--- src/rtl/uart_rx_pkg.sv ---
package uart_rx_pkg;
    typedef enum logic [2:0] {
        S_IDLE, S_START, S_DATA, S_PARITY, S_STOP, S_BRK_WAIT
    } rx_state_t;

    typedef struct packed {
        logic       bi;
        logic       fe;
        logic       pe;
        logic [7:0] data;
    } rx_char_t;

    function automatic logic has_tag(rx_char_t c);
        return c.bi | c.fe | c.pe;
    endfunction
endpackage

--- src/rtl/uart_rx_deser.sv ---
module uart_rx_deser
    import uart_rx_pkg::*;
#(
    parameter int OVS = 16
) (
    input  logic       clk,
    input  logic       rst_n,
    input  logic       tick,
    input  logic       rxd,
    input  logic [1:0] wlen,
    input  logic       par_en,
    input  logic       par_even,
    output logic       char_vld,
    output rx_char_t   char_o
);
    localparam int CW = $clog2(OVS);
    localparam logic [CW-1:0] MID  = CW'(OVS / 2 - 1);
    localparam logic [CW-1:0] LAST = CW'(OVS - 1);

    rx_state_t     state, state_n;
    logic [CW-1:0] cnt, cnt_n;
    logic [2:0]    bitn, bitn_n;
    logic [7:0]    sh, sh_n;
    logic          pbit, pbit_n, allz, allz_n;
    logic          vld_n;
    rx_char_t      chr_n;
    logic          brk, perr;
    logic [2:0]    last_bit;

    assign last_bit = 3'd4 + {1'b0, wlen};
    assign brk      = allz & ~rxd;
    assign perr     = par_even ? (^sh ^ pbit) : ~(^sh ^ pbit);

    always_ff @(posedge clk or negedge rst_n) begin
        if (!rst_n) begin
            state    <= S_IDLE;
            cnt      <= '0;
            bitn     <= '0;
            sh       <= '0;
            pbit     <= 1'b0;
            allz     <= 1'b0;
            char_vld <= 1'b0;
            char_o   <= '0;
        end else begin
            state    <= state_n;
            cnt      <= cnt_n;
            bitn     <= bitn_n;
            sh       <= sh_n;
            pbit     <= pbit_n;
            allz     <= allz_n;
            char_vld <= vld_n;
            char_o   <= chr_n;
        end
    end

    always_comb begin
        state_n = state;
        cnt_n   = cnt;
        bitn_n  = bitn;
        sh_n    = sh;
        pbit_n  = pbit;
        allz_n  = allz;
        vld_n   = 1'b0;
        chr_n   = char_o;
        unique case (state)
            S_IDLE: begin
                if (tick && !rxd) begin
                    state_n = S_START;
                    cnt_n   = '0;
                end
            end
            S_START: begin
                if (tick) begin
                    if (cnt == MID) begin
                        cnt_n = '0;
                        if (!rxd) begin
                            state_n = S_DATA;
                            bitn_n  = '0;
                            sh_n    = '0;
                            allz_n  = 1'b1;
                        end else begin
                            state_n = S_IDLE;
                        end
                    end else begin
                        cnt_n = cnt + 1'b1;
                    end
                end
            end
            S_DATA: begin
                if (tick) begin
                    if (cnt == LAST) begin
                        cnt_n      = '0;
                        sh_n[bitn] = rxd;
                        allz_n     = allz & ~rxd;
                        bitn_n     = bitn + 1'b1;
                        if (bitn == last_bit)
                            state_n = par_en ? S_PARITY : S_STOP;
                    end else begin
                        cnt_n = cnt + 1'b1;
                    end
                end
            end
            S_PARITY: begin
                if (tick) begin
                    if (cnt == LAST) begin
                        cnt_n   = '0;
                        pbit_n  = rxd;
                        allz_n  = allz & ~rxd;
                        state_n = S_STOP;
                    end else begin
                        cnt_n = cnt + 1'b1;
                    end
                end
            end
            S_STOP: begin
                if (tick) begin
                    if (cnt == LAST) begin
                        vld_n      = 1'b1;
                        chr_n.data = sh;
                        chr_n.bi   = brk;
                        chr_n.fe   = ~rxd & ~brk;
                        chr_n.pe   = par_en & ~brk & perr;
                        cnt_n      = '0;
                        if (brk) begin
                            state_n = S_BRK_WAIT;
                        end else if (!rxd) begin
                            state_n = S_START;
                            cnt_n   = MID - 1'b1;
                        end else begin
                            state_n = S_IDLE;
                        end
                    end else begin
                        cnt_n = cnt + 1'b1;
                    end
                end
            end
            S_BRK_WAIT: begin
                if (tick) begin
                    if (!rxd)
                        cnt_n = '0;
                    else if (cnt == MID)
                        state_n = S_IDLE;
                    else
                        cnt_n = cnt + 1'b1;
                end
            end
            default: state_n = S_IDLE;
        endcase
    end
endmodule

--- src/rtl/uart_rx_fifo.sv ---
module uart_rx_fifo
    import uart_rx_pkg::*;
#(
    parameter int DEPTH = 16,
    localparam int CW   = $clog2(DEPTH) + 1
) (
    input  logic          clk,
    input  logic          rst_n,
    input  logic          fifo_en,
    input  logic          push,
    input  rx_char_t      din,
    input  logic          pop,
    output rx_char_t      head,
    output logic [CW-1:0] fcnt,
    output logic [CW-1:0] err_cnt,
    output logic          ovr,
    output logic          head_chg
);
    localparam int PW = $clog2(DEPTH);

    rx_char_t      mem [DEPTH];
    logic [PW-1:0] wp, rp;
    logic          en_q, pop_ok, full, wr, owr;

    assign pop_ok   = pop && (fcnt != '0);
    assign full     = (fifo_en ? (fcnt == CW'(DEPTH)) : (fcnt != '0)) && !pop_ok;
    assign wr       = push && !full;
    assign ovr      = push && full;
    assign owr      = ovr && !fifo_en;
    assign head     = mem[rp];
    assign head_chg = pop_ok || (wr && fcnt == '0) || owr;

    always_ff @(posedge clk) begin
        if (wr)
            mem[wp] <= din;
        else if (owr)
            mem[rp] <= din;
    end

    always_ff @(posedge clk or negedge rst_n) begin
        if (!rst_n) begin
            wp      <= '0;
            rp      <= '0;
            fcnt    <= '0;
            err_cnt <= '0;
            en_q    <= 1'b0;
        end else begin
            en_q <= fifo_en;
            if (fifo_en != en_q) begin
                wp      <= '0;
                rp      <= '0;
                fcnt    <= '0;
                err_cnt <= '0;
            end else begin
                wp   <= wp + PW'(wr);
                rp   <= rp + PW'(pop_ok);
                fcnt <= fcnt + CW'(wr) - CW'(pop_ok);
                if (!fifo_en)
                    err_cnt <= '0;
                else
                    err_cnt <= err_cnt + CW'(wr && has_tag(din))
                                       - CW'(pop_ok && has_tag(head));
            end
        end
    end
endmodule

--- src/rtl/uart_rx_lsr.sv ---
module uart_rx_lsr
    import uart_rx_pkg::*;
#(
    parameter int DEPTH = 16,
    parameter int OVS   = 16
) (
    input  logic       clk,
    input  logic       rst_n,
    input  logic       baud_tick,
    input  logic       rxd,
    input  logic [1:0] lcr_wlen,
    input  logic       lcr_par_en,
    input  logic       lcr_par_even,
    input  logic       fifo_en,
    input  logic       rls_ie,
    input  logic       rd_rbr,
    input  logic       rd_lsr,
    output logic [7:0] rbr_data,
    output logic [7:0] lsr,
    output logic       rls_irq
);
    localparam int CW = $clog2(DEPTH) + 1;

    logic [1:0]    sync;
    logic          char_vld, ovr, head_chg;
    rx_char_t      char_d, head;
    logic [CW-1:0] fcnt, err_cnt;
    logic          oe, mask, b7, dr, show;

    always_ff @(posedge clk or negedge rst_n) begin
        if (!rst_n) sync <= 2'b11;
        else        sync <= {sync[0], rxd};
    end

    uart_rx_deser #(.OVS(OVS)) u_deser (
        .clk(clk), .rst_n(rst_n), .tick(baud_tick), .rxd(sync[1]),
        .wlen(lcr_wlen), .par_en(lcr_par_en), .par_even(lcr_par_even),
        .char_vld(char_vld), .char_o(char_d)
    );

    uart_rx_fifo #(.DEPTH(DEPTH)) u_fifo (
        .clk(clk), .rst_n(rst_n), .fifo_en(fifo_en), .push(char_vld),
        .din(char_d), .pop(rd_rbr), .head(head), .fcnt(fcnt),
        .err_cnt(err_cnt), .ovr(ovr), .head_chg(head_chg)
    );

    always_ff @(posedge clk or negedge rst_n) begin
        if (!rst_n) begin
            oe   <= 1'b0;
            mask <= 1'b0;
            b7   <= 1'b0;
        end else begin
            if (ovr)         oe <= 1'b1;
            else if (rd_lsr) oe <= 1'b0;

            if (head_chg)    mask <= 1'b0;
            else if (rd_lsr) mask <= 1'b1;

            if (!fifo_en)                                  b7 <= 1'b0;
            else if (char_vld && !ovr && has_tag(char_d))  b7 <= 1'b1;
            else if (rd_lsr && err_cnt == '0)              b7 <= 1'b0;
        end
    end

    assign dr       = (fcnt != '0);
    assign show     = dr && !mask;
    assign rbr_data = dr ? head.data : 8'h00;
    assign lsr      = {b7, 2'b00, show & head.bi, show & head.fe, show & head.pe, oe, dr};
    assign rls_irq  = rls_ie && (lsr[4:1] != 4'b0000);
endmodule

--- config.mk ---
export PLATFORM = sky130hd
export DESIGN_NAME = uart_rx_lsr
export DESIGN_NICKNAME = d
export VERILOG_FILES = /design/src/rtl/uart_rx_pkg.sv /design/src/rtl/uart_rx_deser.sv /design/src/rtl/uart_rx_fifo.sv /design/src/rtl/uart_rx_lsr.sv
export SDC_FILE = /design/constraint.sdc
export NUM_CORES = 1
export LEC_CHECK = 0
export BUFFER_PORTS_ARGS = -buffer_cell sky130_fd_sc_hd__buf_2
export CORE_MARGIN = 1.5
export CORE_UTILIZATION = 62
export DETAILED_ROUTE_END_ITERATION = 8
export MAX_ROUTING_LAYER = met4
export PLACE_DENSITY_LB_ADDON = 0.3
export SLEW_MARGIN = 25
export SYNTH_ARGS = -nofsm -noshare
export SYNTH_HDL_FRONTEND = slang
export SYNTH_SLANG_ARGS = --single-unit
--- constraint.sdc ---
create_clock -name clk -period 3.77 [get_ports clk]
set_input_delay 0.377 -clock clk [delete_from_list [all_inputs] [get_ports clk]]
set_output_delay 0.377 -clock clk [all_outputs]
set_load 0.1 [all_outputs]
# Word-level counts from Yosys, hierarchy flattened
# Memory sizes are Yosys's and may differ from the RTL's.
# Cells that the tools add are included.
# word_totals
ramBits	176
mem_count	1
latchBits	0
regBits	56
wordCells	195
output_inout_bits	17
input_bits	12
rom_bits	0
# mem_list
memory	words	width	read_ports	rd_clocked_by_memory_dff	wr	line	rtl
u_fifo.mem	16	11	1	0	1	uart_rx_fifo.sv:21	rx_char_t mem [DEPTH];
# classes
div	0
mul	0
addsub	9
n_eq_ne	28
bitwise	15
n_reduce_logical	42
n_mux	78
magnitude_cmp	2
shift	0
# ops
op	count
$mux W3	21
$mux W4	14
$mux W8	6
$mux W1	25
$pmux W4 S5	1
$ne A2 B1 Y1 const B	9
$pmux W3 S6	1
$pmux W8 S2	1
$logic_and A1 B1 Y1	15
$mux W5	3
$ne A2 B2 Y1 const B	7
$reduce_and A13 Y1	1
$reduce_and A6 Y1	2
$mux W11	1
$reduce_or A11 Y1	1
$add A5 B1 Y5	2
$logic_not A5 Y1	2
$reduce_bool A5 Y1	2
$sub A5 B1 Y5	2
$add A4 B1 Y4	2
$bwmux W8	1
$reduce_bool A2 Y1	4
$reduce_xor A8 Y1	1
$and A1 B1 Y1	7
other kinds (29)	43

# Logic depth before layout (Yosys ltp)
# depth
ltp_word	11
ltp_mapped	16
mapped_depth_nobuf	15

# By module
# A second synthesis with hierarchy kept.
# hier_totals
cells_unflattened	662
hier_area_um2	10298.6
# modules_own_cells
mod	seq_area_each_um2	cells_per_inst	n_inst	area_per_inst_um2
uart_rx_fifo	5760.5	399	1	8023.9
uart_rx_deser	800.8	224	1	1933.1
uart_rx_lsr	127.6	39	1	341.6

# Worst setup path after synthesis
# No wires, ideal clock.
# synth_timing
path_type	reg2out
start	register u_fifo.rp[1]
end	output lsr[2]
arrival_time_ns	3.439
path_slack_ns	-0.046
n_path_buf	2
path_stages_with_launch	7
required_ns	3.393
cell_sequence	dfrtp_1 > clkbuf_1 > buf_6 > mux4_2 > nand3_1 > nand3_1 > nor3b_1
# synth_between
elab_chain_len	2
# synth_rtl
item	line	rtl
start, declared	uart_rx_fifo.sv:22	logic [PW-1:0] wp, rp;
start signal, assigned	uart_rx_fifo.sv:56	rp <= rp + PW'(pop_ok);
$mem_v2 Z16 W11	n/a	
$and A1 B1 Y1	uart_rx_lsr.sv:68	assign lsr = {b7, 2'b00, show & head.bi, show & head.fe, show & head.pe, oe, dr};
end, declared	uart_rx_lsr.sv:19	output logic [7:0] lsr,
# Every way passes these cells.

# Final worst setup path
# layout_timing
start	register u_fifo.rp[0]
end	output rbr_data[1]
# layout_between
elab_chain_len	2
# layout_rtl
item	line	rtl
$mem_v2 Z16 W11	n/a	
$mux W8	uart_rx_lsr.sv:67	assign rbr_data = dr ? head.data : 8'h00;
end, declared	uart_rx_lsr.sv:18	output logic [7:0] rbr_data,
# Every way passes these cells.

==> flow_summary.json <==
{
  "drt.antenna.violating_nets": 0,
  "grt_antenna_before_repair": 0,
  "fin_setup_tns_ns": 0,
  "power.density_nw_per_um2": 617,
  "antennaDiodeCount": 0,
  "rows": 46,
  "postSynthAreaPerCell_um2": 15.4,
  "fin_area_um2": 11400,
  "cap_violations": 0,
  "ios": 29,
  "fmax_ghz": 0.279,
  "final_util": 0.713,
  "wl_met1_mm": 8.45,
  "slew_viol_final": 0,
  "cts_tree": "done",
  "finalHoldViolations": 0,
  "dpl-instance-area_um2": 10600,
  "status": "complete, no violations",
  "area_delta_synth_final_pct": 11.7,
  "worst_ep_arrival_time_ns": 3.21,
  "drc": 0,
  "nNetsFinal": 743,
  "start_util": 0.639,
  "finalPower_mw": 7.02,
  "rsz0062_at_grt": "no",
  "grt_max_degree": 57,
  "grt_pass1_vias": 6084,
  "crit_slowest_cell": "mux4_1",
  "synth.distinct_cells": 62,
  "rr_worst_depth": 15,
  "irDropWorstVdd_v": 0.000403,
  "vias": 5883,
  "grt_pass1_wl_mm": 33.9,
  "multi_input_area_um2": 3190,
  "numClockSinks": 232,
  "fp.dieW_um": 131,
  "finalCritPeriodShare": 0.951,
  "grt_usage": 0.268,
  "die_h_um": 131,
  "synthAdderAreaFrac": 0.0261,
  "register_area_um2": 6690,
  "vias_per_cell": 6.26,
  "route.detailed.wl_per_inst_um": 23.2,
  "hold_path_class": "in2async",
  "first_pass_iters": 5,
  "synth-compound-area-share": 0.0488,
  "worstPathCellList": "buf_8 -> mux4_1 -> mux4_2 -> and2_1 -> buf_2",
  "skew_ns": 0.0133,
  "wl_mm": 21.8,
  "critPathRequiredTime_ns": 3.39,
  "period_needed_ns": 3.59,
  "relSlewSlack": 0.500,
  "numPortBuffers": 26,
  "async_flop_share": 0.241,
  "synth_top_family_by_area": "multiplexers",
  "drtIter0Drc": 590,
  "p_leak_nw": 4.40,
  "dp.cells": 901,
  "max-clock-path-buffers": 3,
  "synth.area.top_cells": "edfxtp_1 (52%), dfrtp_1 (13%), mux4_2 (9.1%)",
  "critPathKind": "reg2out",
  "yosys.area_share.simple": 0.0951,
  "critPathMaxFanout": 33,
  "synthMuxAreaShare": 0.120,
  "finalSetupViolCount": 0,
  "grt_overflow_total": 0,
  "synth_warnings": 0,
  "die-area_um2": 17200,
  "worst_pin_slew_ns": 0.750,
  "synth-main-ff-cell": "edfxtp_1",
  "fin_cells": 940,
  "layout_setup_ws_ns": 0.183,
  "core_um2": 15900,
  "dp_hpwl_mm": 13.3,
  "htree_levels": 1,
  "synth_xor_area_frac": 0.0215,
  "whs_ns": 0.0152,
  "critPathMaxStageDelay_ns": 0.67,
  "syn_area_um2": 10200,
  "wl_met2_mm": 11.5,
  "met3_length_mm": 1.26,
  "synth_top_area_share": 0.519,
  "synth_largest_area_cell": "edfxtp_1",
  "ctsRootBufferMaster": "clkbuf_16",
  "cts_buffers": 23,
  "place_ws_ns": 0.315,
  "top_layer": "met4",
  "synth_cells": 662,
  "fillers": 1022,
  "synth-edff-count": 176,
  "cp-start-kind": "register",
  "drive_gt1_frac": 0.195,
  "gp_congestion": 0.919,
  "ys_ff_latch": 232,
  "post_cts_buffers": 0,
  "clkTransAtPathRegs_ns": 0.06,
  "cp-end-kind": "output port",
  "ys_seq_area_frac": 0.657,
  "clk_latency_ns": 0.52
}
-- logic make-up (layout without fill, tap and decap cells) --
kind of cell | after synthesis | count (layout)
flip-flops | 232 | 232
other | 1 | 2
AO/OA/AOI/OAI | 80 | 80
XOR/XNOR | 25 | 25
buffers and inverters | 57 | 118
AND/OR/NAND/NOR | 194 | 194
multiplexers | 53 | 53
adder cells (fa/ha/maj) | 20 | 20
-- sequential cells by signal, summed over array words and instances (netlist names), 2 cells and up --
name            count
u_fifo.wp           4
u_deser.sh          8
u_deser.cnt         4
sync                2
u_deser.bitn        3
u_fifo.rp           4
u_deser.state       3
u_fifo.err_cnt      5
u_fifo.fcnt         5
u_deser.char_o     11
u_fifo.mem        176
-- path summary, 6_finish.rpt --
kind | start | endpoint | slack (ns)
max in group asynchronous | rst_n | u_fifo.rp[0] | 3.22
min in group clk | fifo_en | u_fifo.en_q | 0.11
min | rst_n | u_deser.cnt[3] | 0.02
max reg2reg | u_fifo.rp[0] | u_fifo.err_cnt[4] | 0.22
max | u_fifo.rp[0] | rbr_data[1] | 0.18
min reg2reg | sync[0] | sync[1] | 0.36
-- report_power, final --
group | internal, mW | switching, mW | total, mW
logic | 0.711 | 0.991 | 1.70
registers | 2.80 | 0.171 | 2.97
clock network | 1.41 | 0.931 | 2.35
-- cell usage after synthesis, types with 6 or more instances --
master and n:
xor2_1 7, xnor2_1 18, a21oi_1 13, dfrtp_1 54, edfxtp_1 176, nor3_1 9, ha_1 18, clkbuf_1 12
mux4_1 11, nor3b_1 6, nor2_1 56, inv_1 23, a31oi_1 8, nor2b_1 12, nand2b_1 6, mux4_2 41
and3_1 6, buf_4 6, o21ai_0 26, and2_1 16, nand3_1 12, nand2_1 54
-- layout by cell type, fill, tap and decap left out, types with 12 or more instances in the layout --
master / count
a21oi_1: 13
and2_1: 16
buf_2: 26
buf_4: 28
clkbuf_16: 23
dfrtp_1: 52
edfxtp_1: 176
ha_1: 18
inv_1: 23
mux4_2: 41
nand2_1: 54
nand3_1: 12
nor2_1: 56
nor2b_1: 12
o21ai_0: 26
xnor2_1: 18
-- final cells by class --
type / count / share of cell area
flip-flops and latches: 232 / 0.588
multi-input cells: 374 / 0.280
clock buffers: 28 / 0.0531
repair buffers: 56 / 0.0321
well taps: 216 / 0.0238
clock inverters: 10 / 0.0144
inverters: 24 / 0.00792
-- per-layer routing --
metal,track usage,vias up
li1,-,2608
met1,0.334,2985
met2,0.463,236
met3,0.0316,54
met4,0.0911,0
met5,-,-
-- worst max-delay path: cells and delay by family (launching register included) --
kind	cells	cell delay, ns
DFF	1	0.66
buffers and inverters	2	0.69
and+or+nand+nor	1	0.18
muxes	2	1.15
-- repair_timing --
item	4_1_cts	5_1_grt
hold buffers	1	0
hold endpoints to repair	1	0
resized for setup	1	2
setup endpoints to repair	6	1
pin swaps	0	0
gates cloned	0	0
No activity file was read; power rests on OpenSTA's default activity.
